**src/rtl/hold_step_counter_pkg.sv**
```systemverilog
package hold_step_counter_pkg;

  typedef enum logic [1:0] {
    PH_IDLE = 2'd0,
    PH_SLOW = 2'd1,
    PH_FAST = 2'd2
  } scan_phase_e;

  typedef struct packed {
    logic fire;
    logic up;
  } step_cmd_t;

endpackage

```
**src/rtl/hsc_btn_filter.sv**
```systemverilog
module hsc_btn_filter #(
  parameter int DEB_TICKS = 30
) (
  input  logic clk,
  input  logic rst_n,
  input  logic tick_1ms,
  input  logic lock,
  input  logic btn_n,
  output logic qualified
);
  localparam int CW = $clog2(DEB_TICKS + 1);

  logic       sync_a, sync_b;
  logic [CW-1:0] hold_cnt;
  logic       pressed;

  always_ff @(posedge clk) begin
    if (!rst_n) begin
      sync_a <= 1'b1;
      sync_b <= 1'b1;
    end else begin
      sync_a <= btn_n;
      sync_b <= sync_a;
    end
  end

  assign pressed = ~sync_b;

  always_ff @(posedge clk) begin
    if (!rst_n || lock || !pressed) begin
      hold_cnt <= '0;
    end else if (tick_1ms && hold_cnt != CW'(DEB_TICKS)) begin
      hold_cnt <= hold_cnt + CW'(1);
    end
  end

  assign qualified = (hold_cnt == CW'(DEB_TICKS));

endmodule

```
**src/rtl/hsc_repeat_engine.sv**
```systemverilog
module hsc_repeat_engine
  import hold_step_counter_pkg::*;
#(
  parameter int SLOW_TICKS  = 250,
  parameter int FAST_TICKS  = 50,
  parameter int ACCEL_TICKS = 1000
) (
  input  logic      clk,
  input  logic      rst_n,
  input  logic      tick_1ms,
  input  logic      lock,
  input  logic      up_q,
  input  logic      dn_q,
  output step_cmd_t cmd
);
  localparam int RMAX = (SLOW_TICKS > FAST_TICKS) ? SLOW_TICKS : FAST_TICKS;
  localparam int RW   = $clog2(RMAX + 1);
  localparam int HW   = $clog2(ACCEL_TICKS + 1);

  scan_phase_e   phase_q, phase_d;
  logic [RW-1:0] rep_q, rep_d, rep_inc, interval;
  logic [HW-1:0] hold_q, hold_d;
  logic          active, first, repeat_fire;

  assign active   = (up_q ^ dn_q) & ~lock;
  assign first    = active & (phase_q == PH_IDLE);
  assign interval = (phase_q == PH_FAST) ? RW'(FAST_TICKS) : RW'(SLOW_TICKS);
  assign rep_inc  = rep_q + RW'(1);

  always_comb begin
    phase_d     = phase_q;
    rep_d       = rep_q;
    hold_d      = hold_q;
    repeat_fire = 1'b0;
    if (!active) begin
      phase_d = PH_IDLE;
      rep_d   = '0;
      hold_d  = '0;
    end else if (first) begin
      phase_d = PH_SLOW;
      rep_d   = '0;
      hold_d  = '0;
    end else if (tick_1ms) begin
      if (rep_inc >= interval) begin
        rep_d       = '0;
        repeat_fire = 1'b1;
      end else begin
        rep_d = rep_inc;
      end
      if (phase_q == PH_SLOW) begin
        if (hold_q + HW'(1) == HW'(ACCEL_TICKS)) begin
          phase_d = PH_FAST;
        end
        hold_d = hold_q + HW'(1);
      end
    end
  end

  always_ff @(posedge clk) begin
    if (!rst_n) begin
      phase_q <= PH_IDLE;
      rep_q   <= '0;
      hold_q  <= '0;
    end else begin
      phase_q <= phase_d;
      rep_q   <= rep_d;
      hold_q  <= hold_d;
    end
  end

  assign cmd.fire = first | repeat_fire;
  assign cmd.up   = up_q;

endmodule

```
**src/rtl/hsc_position_reg.sv**
```systemverilog
module hsc_position_reg
  import hold_step_counter_pkg::*;
#(
  parameter int POS_W = 8
) (
  input  logic             clk,
  input  logic             rst_n,
  input  step_cmd_t        cmd,
  input  logic             load_valid,
  input  logic [POS_W-1:0] load_value,
  output logic [POS_W-1:0] position
);
  localparam logic [POS_W-1:0] TOP = '1;
  localparam logic [POS_W-1:0] BOT = '0;

  logic [POS_W-1:0] pos_q, stepped;

  always_comb begin
    stepped = pos_q;
    if (cmd.fire) begin
      if (cmd.up && pos_q != TOP) begin
        stepped = pos_q + POS_W'(1);
      end else if (!cmd.up && pos_q != BOT) begin
        stepped = pos_q - POS_W'(1);
      end
    end
  end

  always_ff @(posedge clk) begin
    if (!rst_n) begin
      pos_q <= BOT;
    end else if (load_valid) begin
      pos_q <= load_value;
    end else begin
      pos_q <= stepped;
    end
  end

  assign position = pos_q;

endmodule

```
**src/rtl/hold_step_counter.sv**
```systemverilog
module hold_step_counter
  import hold_step_counter_pkg::*;
#(
  parameter int POS_W       = 8,
  parameter int DEB_TICKS   = 30,
  parameter int SLOW_TICKS  = 250,
  parameter int FAST_TICKS  = 50,
  parameter int ACCEL_TICKS = 1000
) (
  input  logic             clk,
  input  logic             rst_n,
  input  logic             tick_1ms,
  input  logic             inc_btn_n,
  input  logic             dec_btn_n,
  input  logic             lock,
  input  logic             load_valid,
  input  logic [POS_W-1:0] load_value,
  output logic [POS_W-1:0] position
);
  localparam int NBTN = 2;

  logic [NBTN-1:0] raw_n, qual;
  step_cmd_t       cmd;

  assign raw_n = {dec_btn_n, inc_btn_n};

  for (genvar b = 0; b < NBTN; b++) begin : g_btn
    hsc_btn_filter #(.DEB_TICKS(DEB_TICKS)) filt_i (
      .clk       (clk),
      .rst_n     (rst_n),
      .tick_1ms  (tick_1ms),
      .lock      (lock),
      .btn_n     (raw_n[b]),
      .qualified (qual[b])
    );
  end

  hsc_repeat_engine #(
    .SLOW_TICKS  (SLOW_TICKS),
    .FAST_TICKS  (FAST_TICKS),
    .ACCEL_TICKS (ACCEL_TICKS)
  ) eng_i (
    .clk      (clk),
    .rst_n    (rst_n),
    .tick_1ms (tick_1ms),
    .lock     (lock),
    .up_q     (qual[0]),
    .dn_q     (qual[1]),
    .cmd      (cmd)
  );

  hsc_position_reg #(.POS_W(POS_W)) pos_i (
    .clk        (clk),
    .rst_n      (rst_n),
    .cmd        (cmd),
    .load_valid (load_valid),
    .load_value (load_value),
    .position   (position)
  );

endmodule

```
**config.mk**
```make
export PLATFORM = sky130hd
export DESIGN_NAME = hold_step_counter
export DESIGN_NICKNAME = d
export VERILOG_FILES = /design/src/rtl/hold_step_counter_pkg.sv /design/src/rtl/hsc_btn_filter.sv /design/src/rtl/hsc_repeat_engine.sv /design/src/rtl/hsc_position_reg.sv /design/src/rtl/hold_step_counter.sv
export SDC_FILE = /design/constraint.sdc
export NUM_CORES = 1
export LEC_CHECK = 0
export ABC_AREA = 1
export BUFFER_PORTS_ARGS = -buffer_cell sky130_fd_sc_hd__buf_2
export CORE_MARGIN = 2
export CORE_UTILIZATION = 52
export CTS_CLUSTER_DIAMETER = 30
export DETAILED_ROUTE_END_ITERATION = 12
export PLACE_DENSITY = 0.86
export SLEW_MARGIN = 20
export SYNTH_ARGS = -nofsm -noshare
export SYNTH_HDL_FRONTEND = slang
export SYNTH_HIERARCHICAL = 1
export SYNTH_SLANG_ARGS = --single-unit
```
**constraint.sdc**
```tcl
create_clock -name clk -period 2.65 [get_ports clk]
set_clock_uncertainty 0.15 [all_clocks]
set_input_delay 0 -clock clk [delete_from_list [all_inputs] [get_ports clk]]
set_output_delay 0 -clock clk [all_outputs]
set_load 0.1 [all_outputs]
```
==> impl_metrics.json, run 1 <==
{
  "routedWlPerCell_um": 12.0,
  "synthCells": 427,
  "dpl.cell_count": 520,
  "startpoint_type": "register",
  "endpoint_kind": "register",
  "worst_path_largest_cell_delay_ps": 370,
  "crit_family": "simple AND/OR/NAND/NOR gates",
  "viasPerCell": 5.22,
  "min_from": "load_valid",
  "path_max_fanout": 7,
  "leakage_nw": 1.55,
  "nets": 509,
  "synthDistinctLibCells": 31,
  "r2r_cells": 17,
  "syn_to_final_growth_pct": 19.1,
  "tightest_slew_ps": 485,
  "layout-drive-gt1-share": 0.172,
  "wirelength_um": 6560,
  "synth-seq-cells": 42,
  "vias": 2851,
  "syn-num-nets": 461,
  "io_buffers": 22,
  "max_cap_viol_count": 0,
  "gp_congestion": 0.952,
  "min_path_type": "in -> reg",
  "drtAntennaViolNets": 0,
  "gr-total-overflow": 0,
  "grt_pass1_vias": 2739,
  "setup-violations-final": 0,
  "die_w_um": 77.1,
  "final_common_cell": "nand2_1",
  "power_mw": 1.52,
  "regToRegSetupSlack_ps": 140,
  "max-vdd-ir-drop_mv": 0.330,
  "critPathSlowestCell": "dfxtp_4",
  "r2r-start": "eng_i/rep_q[3]",
  "relSlewSlack": 0.679,
  "holdPathStages": 5,
  "grt_usage": 0.231,
  "hpwl_um": 4470,
  "fmax_ghz": 0.399,
  "drtPass1Iterations": 5,
  "drc": 0,
  "fin_util": 0.644,
  "start_util": 0.541,
  "antenna_found_initial": 0,
  "cts.sinks": 42,
  "path_cells": "nand2_1, nor2_4, nand4_1, nand2_1, nand2_1, ha_1, nand2_2, nor2_2, nand3_2, nand2_1, nand3_1, nand2_1, or2_4, nand2_4, inv_2, nand2_1, a21oi_1",
  "cts.path.max_buffers": 2,
  "post_cts_buffers": 0,
  "fin_crit_ps": 2510,
  "outcome": "completed",
  "path_clk_slew_ps": 80,
  "cp.required_ps": 2710,
  "finalCritPeriodShare": 0.945,
  "powerDensity_mw_per_mm2": 458,
  "rows": 26,
  "hold_viol": 0,
  "worst-setup-path-type": "reg -> reg",
  "holdWs_ps": 31.8,
  "cts_tree": "yes",
  "whs_endpoint": "pos_i/position[5]",
  "diodes": 0,
  "numCtsBuffers": 5,
  "root_buffer": "clkbuf_8",
  "drt_iter0_drc": 142,
  "ios": 23,
  "die_height_um": 77.1,
  "final_cell_mix": "nand2_1 (128), inv_1 (57), nor2_1 (54), dfxtp_1 (31), nand3_1 (28)",
  "yosysWarnings": 6,
  "crit_arrival_ps": 2570,
  "yosysSeqAreaShare": 0.302,
  "final_cells": 546,
  "placeableCoreArea_mm2": 0.00514,
  "report.final.slew_viol_count": 0,
  "r2r_end": "pos_i/position[2]",
  "crit_path_frequent_cell": "nand2_1",
  "clk_latency_ps": 300,
  "die_area_mm2": 0.00595,
  "grt_pass1_wl_um": 11400,
  "critical_path_buf_inv_count": 1,
  "grt_start_max_net_pins": 21,
  "syn_area_per_cell_um2": 6.51,
  "htreeDepth": 2,
  "syn_area_mm2": 0.00278
}
-- kinds of logic (layout without fill, tap and decap cells) --
| logic type | count (synthesis) | count (layout) | synth area share |
|---|---|---|---|
| simple gates | 254 | 255 | 0.413 |
| buf+inv | 64 | 112 | 0.0941 |
| flops | 42 | 42 | 0.302 |
| compound gates | 40 | 40 | 0.0774 |
| fa+ha+maj | 19 | 19 | 0.0882 |
| xor+xnor | 8 | 8 | 0.0252 |
-- final cells by class --
cell class / instances / area (um2)
clock buffer: 5 / 68.8
clock inverter: 3 / 40.0
fill: 465 / 1830
inverter: 60 / 230
multi-input combinational: 322 / 1710
sequential: 42 / 857
tap: 70 / 87.6
timing repair buffer: 44 / 318
-- per-layer routing --
metal	wire (um)	vias up	global-route usage
li1	-	1446	-
met3	312	24	0.0529
met4	134	0	0.0857
met2	3290	84	0.414
met1	2820	1297	0.266
met5	0	-	0
-- synth_stat cells --
cell,count,share of area
fa_1,1,0.0072
o21ai_0,7,0.013
nor3b_4,2,0.014
xnor2_1,5,0.016
buf_6,1,0.0041
nor2_4,2,0.0081
nand2_2,9,0.020
nand3_1,29,0.052
buf_4,2,0.0054
ha_1,18,0.081
xor2_1,3,0.0095
inv_1,57,0.077
a211oi_1,1,0.0027
nand3_2,3,0.011
buf_2,1,0.0018
inv_2,2,0.0027
o21ai_1,3,0.0054
o21bai_1,1,0.0027
nor2_1,57,0.077
dfxtp_1,42,0.30
nor3_4,1,0.0059
nand2_4,1,0.0041
nand2_1,129,0.17
nor3_1,1,0.0018
inv_6,1,0.0032
nor2_2,3,0.0068
a21oi_2,2,0.0063
o211ai_1,1,0.0027
nand4_1,14,0.032
or2_2,3,0.0068
a21oi_1,25,0.045
-- state kept, by name, summed over array words and instances (netlist names) --
name / cells
eng_i/hold_q: 10
eng_i/phase_q: 2
eng_i/rep_q: 8
g_btn.filt_i/hold_cnt: 10
g_btn.filt_i/sync_a: 2
g_btn.filt_i/sync_b: 2
pos_i/position: 8
-- worst register-to-register path, cell delays in order (launching register included) --
cell and delay, ps:
dfxtp_4 370, nand2_1 100, nor2_4 140, nand4_1 90, nand2_1 80, nand2_1 80
ha_1 350, nand2_2 70, nor2_2 130, nand3_2 100, nand2_1 70, nand3_1 60
nand2_1 100, or2_4 140, nand2_4 60, inv_2 110, nand2_1 70, a21oi_1 160
-- power breakdown --
group          total (mW)  internal, mW  switching (mW)
Combinational       0.349         0.109           0.240
Clock               0.496         0.277           0.219
Sequential          0.671         0.648          0.0233
-- per-stage QoR --
stage / setup WS, ps / cell area (um2) / setup TNS [ps]
after floorplan: 187 / 2790 / 0
after global placement: 227 / 2990 / 0
after detailed placement: 105 / 2990 / 0
after CTS: 64.1 / 3270 / 0
after global routing: -43.5 / 3310 / -150
final: 145 / 3310 / 0
-- repair_timing --
action | 4_1_cts | 5_1_grt
gates resized for setup | 0 | 13
hold endpoints to repair | 23 | 0
hold buffers | 17 | 0
setup endpoints to repair | 0 | 8
-- worst max-delay path by stage --
stage,from,endpoint,slack [ps],depth (start not counted)
after detailed placement,eng_i/rep_q[0],pos_i/position[2],100,18
final,eng_i/rep_q[3],pos_i/position[2],140,17
after floorplan,eng_i/rep_q[2],pos_i/position[1],190,16
after global placement,eng_i/rep_q[0],pos_i/position[1],230,18
after global routing,eng_i/rep_q[3],pos_i/position[2],-40,17
after CTS,eng_i/rep_q[0],pos_i/position[2],60,18
Note: power is estimated with default switching activity, not from simulation.
==> inputs of run 2 (changes only) <==
--- a/config.mk
+++ b/config.mk
@@ -15,5 +15,4 @@
 export SLEW_MARGIN = 20
 export SYNTH_ARGS = -nofsm -noshare
 export SYNTH_HDL_FRONTEND = slang
-export SYNTH_HIERARCHICAL = 1
 export SYNTH_SLANG_ARGS = --single-unit
==> run 2 against run 1 <==
Effect of this change: critical path depth is 4 lower; clock power is 3% higher; flip-flop and latch count stayed put; register-to-register slack better by 60 ps; sequential power hardly changed; utilization is 1.9 points lower; routed wire length is 13% lower; critical endpoint is now pos_i.position[3]; largest power group unchanged; highest routed layer unchanged.
==> impl_metrics.json, run 2 <==
{
  "outcome": "completed",
  "numCtsBuffers": 5,
  "ios": 23,
  "finalCritPeriodShare": 0.924,
  "start_util": 0.533,
  "viasPerCell": 5.10,
  "holdWs_ps": 25.1,
  "yosysMostFrequentCell": "nand2_1",
  "powerDensity_mw_per_mm2": 480,
  "fill_cells": 454,
  "min_path_type": "in -> reg",
  "diodes": 0,
  "syn_to_final_growth_pct": 17.3,
  "die_w_um": 75.9,
  "synth-seq-cells": 42,
  "whs_endpoint": "pos_i.position[7]",
  "hpwl_um": 3990,
  "rows": 26,
  "yosysSeqAreaShare": 0.313,
  "synth_edf_count": 0,
  "vias": 2496,
  "final_cell_mix": "nand2_1 (88), inv_1 (43), nor2_1 (33), dfxtp_1 (32), a21oi_1 (27)",
  "synthDistinctLibCells": 43,
  "routedWlPerCell_um": 11.7,
  "setup-violations-final": 0,
  "grt_start_max_net_pins": 18,
  "grt_usage": 0.205,
  "ys_async_sr_fraction": 0,
  "ys_top_cells_by_count": "nand2_1 (89), inv_1 (43), dfxtp_1 (42)",
  "htreeDepth": 2,
  "synthCells": 376,
  "startpoint_type": "register",
  "syn_area_per_cell_um2": 7.15,
  "wirelength_um": 5730,
  "synth_flop_cell": "dfxtp_1",
  "cts_tree": "yes",
  "die_area_mm2": 0.00576,
  "cts.path.max_buffers": 2,
  "final_common_cell": "nand2_1",
  "placed_area_mm2": 0.00289,
  "r2r-start": "eng_i.rep_q[3]",
  "path_clk_slew_ps": 80,
  "report.final.slew_viol_count": 0,
  "grt_pass1_wl_um": 9870,
  "clk_latency_ps": 300,
  "tightest_slew_ps": 490,
  "path_max_fanout": 10,
  "cp.required_ps": 2700,
  "drtAntennaViolNets": 0,
  "die_height_um": 75.9,
  "holdPathStages": 5,
  "nets": 451,
  "endpoint_kind": "register",
  "leakage_nw": 1.36,
  "synthTopCellsByArea": "dfxtp_1 (31%), nand2_1 (12%), ha_1 (7.9%)",
  "worst-setup-path-type": "reg -> reg",
  "gr-total-overflow": 0,
  "design_area_mm2": 0.00315,
  "hold_viol": 0,
  "root_buffer": "clkbuf_8",
  "fin_crit_ps": 2450,
  "crit_arrival_ps": 2500,
  "io_buffers": 22,
  "drtPass1Iterations": 4,
  "regToRegSetupSlack_ps": 200,
  "yosysTopAreaCell": "dfxtp_1",
  "grt_pass1_vias": 2295,
  "drt_iter0_drc": 112,
  "max_cap_viol_count": 0,
  "worstSetupStartpoint": "eng_i.rep_q[3]",
  "gp_congestion": 0.862,
  "r2r_cells": 13,
  "syn_area_mm2": 0.00269,
  "cts.sinks": 42,
  "min_from": "load_valid",
  "drc": 0,
  "synth_top_area_share": 0.313,
  "layout-drive-gt1-share": 0.215,
  "yosysWarnings": 0,
  "max-vdd-ir-drop_mv": 0.354,
  "placeableCoreArea_mm2": 0.00504,
  "r2r_end": "pos_i.position[3]",
  "syn-num-nets": 409,
  "antenna_found_initial": 0,
  "fmax_ghz": 0.408,
  "reg_top3": "eng_i.hold_q: 10 flops, g_btn.filt_i.hold_cnt: 10 flops",
  "relSlewSlack": 0.676
}
run 2: cell families after synthesis:
logic type / Yosys count / synth area share
AOI/OAI and AO/OA: 53 / 0.110
adders and majority gates: 18 / 0.0866
xor gates and xnor gates: 12 / 0.0391
buffers and inverters: 54 / 0.0796
and+or+nand+nor: 196 / 0.369
muxes: 1 / 0.00372
DFF: 42 / 0.313
run 2: layout make-up:
cell class              instances  area, um2  area share
repair buffers                 38        263      0.0833
clock inverters                 3       40.0      0.0127
multi-input cells             280       1650       0.523
flip-flops and latches         42        853       0.271
well taps                      70       87.6      0.0278
clock buffers                   5       68.8      0.0218
inverters                      51        191      0.0607
run 2: stage by stage:
step	worst slack (ps)	util	power, mW	std cells	setup TNS (ps)
final	200	0.625	1.51	489	0
after global routing	-12.3	0.625	1.59	489	-12.3
after CTS	100	0.620	1.52	488	0
after detailed placement	126	0.573	0.998	467	0
after global placement	194	0.573	0.993	467	0
after floorplan	96.8	-	0.938	376	0
run 2: worst max-delay path, cell delays in order, from the launching register on:
cell,delay (ps)
dfxtp_1,430
nand2_2,90
nor3_2,240
nand2_1,100
xnor2_1,200
ha_1,270
a21oi_1,210
nand2_2,100
nand2_4,80
nand3_4,120
nand2_8,150
inv_2,50
nor2_1,100
nor2_1,50
run 2: what timing repair did:
action	in CTS	in global routing
endpoints found under the hold margin	16	0
buffers inserted	0	1
hold buffers	13	0
setup endpoints to repair	0	8
gates resized for setup	0	7
run 2: worst max-delay path by stage:
stage                   endpoint  slack (ps)
2_1_floorplan  pos_i.position[4]         100
3_3_place_gp   pos_i.position[5]         190
3_5_place_dp   pos_i.position[6]         130
4_1_cts        pos_i.position[6]         100
5_1_grt        pos_i.position[3]         -10
6_report       pos_i.position[3]         200
run 2: per-layer routing:
metal  routed length [um]  global-route usage  vias up
met2                 2780               0.355       58
met5                    0                   0        -
met4                  113              0.0764        0
met1                 2580               0.250     1128
met3                  253              0.0452       14
li1                     -                   -     1296
run 2: power by group:
| group | total (mW) | internal, mW | switching (mW) |
|---|---|---|---|
| logic | 0.332 | 0.106 | 0.226 |
| clock network | 0.509 | 0.277 | 0.231 |
| registers | 0.673 | 0.650 | 0.0231 |
==> inputs of run 3 (changes only) <==
==> constraint.sdc (replaced) <==
create_clock -name clk -period 2.65 [get_ports clk]
set_clock_uncertainty 0.15 [all_clocks]
set_input_delay 0.1325 -clock clk [delete_from_list [all_inputs] [get_ports clk]]
set_output_delay 0.1325 -clock clk [all_outputs]
set_load 0.1 [all_outputs]
==> run 3 against run 2 <==
Effect of this change: global-route usage down 1.0 points; register-to-register slack about the same; clock-buffer cell count unchanged; fmax down 0.19%; first-iteration DRC count down 21%; routed wire length down 4.9%; power down 0.96%; hold slack better by 2.5 ps; critical endpoint unchanged; largest power group unchanged.
==> impl_metrics.json, run 3 (synthesis results as in run 2) <==
{
  "outcome": "completed",
  "routedWlPerCell_um": 11.4,
  "wirelength_um": 5450,
  "drtPass1Iterations": 5,
  "cts_tree": "yes",
  "path_clk_slew_ps": 80,
  "start_util": 0.533,
  "die_w_um": 75.9,
  "worst-setup-path-type": "reg -> reg",
  "fmax_ghz": 0.407,
  "root_buffer": "clkbuf_8",
  "leakage_nw": 1.32,
  "clk_latency_ps": 300,
  "critPathSlowestCell": "dfxtp_1",
  "crit_family": "simple AND/OR/NAND/NOR gates",
  "drc": 0,
  "max-vdd-ir-drop_mv": 0.351,
  "powerDensity_mw_per_mm2": 491,
  "critical_path_buf_inv_count": 1,
  "dpl.cell_count": 467,
  "relSlewSlack": 0.674,
  "fin_util": 0.605,
  "drt_iter0_drc": 89,
  "drtAntennaViolNets": 0,
  "viasPerCell": 5.13,
  "hold_viol": 0,
  "reg_top3": "eng_i.hold_q: 10 flops, g_btn.filt_i.hold_cnt: 10 flops",
  "holdWs_ps": 27.6,
  "cts.path.max_buffers": 2,
  "holdPathStages": 4,
  "report.final.slew_viol_count": 0,
  "io_buffers": 22,
  "rows": 26,
  "grt_start_max_net_pins": 18,
  "vias": 2455,
  "startpoint_type": "register",
  "fin_crit_ps": 2450,
  "min_path_type": "in -> reg",
  "die_height_um": 75.9,
  "crit_arrival_ps": 2500,
  "tightest_slew_ps": 492,
  "numCtsBuffers": 5,
  "final_cells": 479,
  "nets": 441,
  "cts.sinks": 42,
  "finalCritPeriodShare": 0.926,
  "path_cells": "nand2_2, nor3_2, nand2_1, xnor2_1, ha_1, a21oi_1, nand2_2, nand2_4, nand3_4, nand2_8, inv_2, nor2_1, nor2_1",
  "grt_usage": 0.195,
  "grt_pass1_wl_um": 9470,
  "r2r_cells": 13,
  "cp.depth": 13,
  "syn_to_final_growth_pct": 13.5,
  "grt_pass1_vias": 2253,
  "final_cell_mix": "nand2_1 (88), inv_1 (43), nor2_1 (33), dfxtp_1 (32), a21oi_1 (27)",
  "max_cap_viol_count": 0,
  "final_common_cell": "nand2_1",
  "layout-drive-gt1-share": 0.220,
  "diodes": 0,
  "die_area_mm2": 0.00576,
  "hpwl_um": 3990,
  "htreeDepth": 2,
  "gp_congestion": 0.862,
  "path_max_fanout": 10,
  "cp.required_ps": 2700,
  "placeableCoreArea_mm2": 0.00504,
  "endpoint_kind": "register",
  "tns_ps": 0,
  "ios": 23,
  "antenna_found_initial": 0,
  "worst_path_largest_cell_delay_ps": 430,
  "setup-violations-final": 0,
  "gr-total-overflow": 0
}
run 3: final cells by class:
class,count,area (um2)
fill,465,1990
timing repair buffer,28,163
multi-input combinational,280,1650
inverter,51,191
clock buffer,5,68.8
sequential,42,853
clock inverter,3,40.0
tap,70,87.6
run 3: per-layer routing:
layer	wire length [um]	up-vias	global-route usage
li1	-	1282	-
met5	0	-	0
met2	2630	35	0.338
met3	161	8	0.0429
met4	63	0	0.0636
met1	2590	1130	0.242
run 3: where the power goes:
part | switching (mW) | internal [mW] | leakage (nW)
registers | 0.0231 | 0.650 | 0.345
logic | 0.223 | 0.0966 | 0.918
clock network | 0.229 | 0.277 | 0.0579
total | 0.475 | 1.02 | 1.32
run 3: repair_timing:
| item | CTS | global route |
|---|---|---|
| setup buffers | 0 | 1 |
| hold endpoints to repair | 6 | 0 |
| endpoints found under the setup margin | 0 | 8 |
| hold buffers | 3 | 0 |
| resized for setup | 0 | 7 |
run 3: metrics by stage:
stage	worst slack, ps	power [mW]	cell area (um2)
floorplan	96.8	0.938	2700
global placement	194	0.993	2890
detailed placement	126	0.998	2890
CTS	100	1.51	3030
global route	-11.8	1.57	3050
finish	196	1.50	3050
run 3: final timing paths:
check                                      to  slack (ps)                   start
hold / removal    g_btn[0].filt_i.hold_cnt[0]          30                    lock
setup reg to reg            pos_i.position[3]         200          eng_i.rep_q[3]
hold reg to reg        g_btn[0].filt_i.sync_b         280  g_btn[0].filt_i.sync_a
setup / recovery            pos_i.position[3]         200          eng_i.rep_q[3]
run 3: worst reg2reg max path, cell delays in order, from the launching register on:
cell     delay (ps)
dfxtp_1         430
nand2_2         100
nor3_2          240
nand2_1         100
xnor2_1         200
ha_1            280
a21oi_1         210
nand2_2         100
nand2_4          80
nand3_4         120
nand2_8         150
inv_2            50
nor2_1          100
nor2_1           50
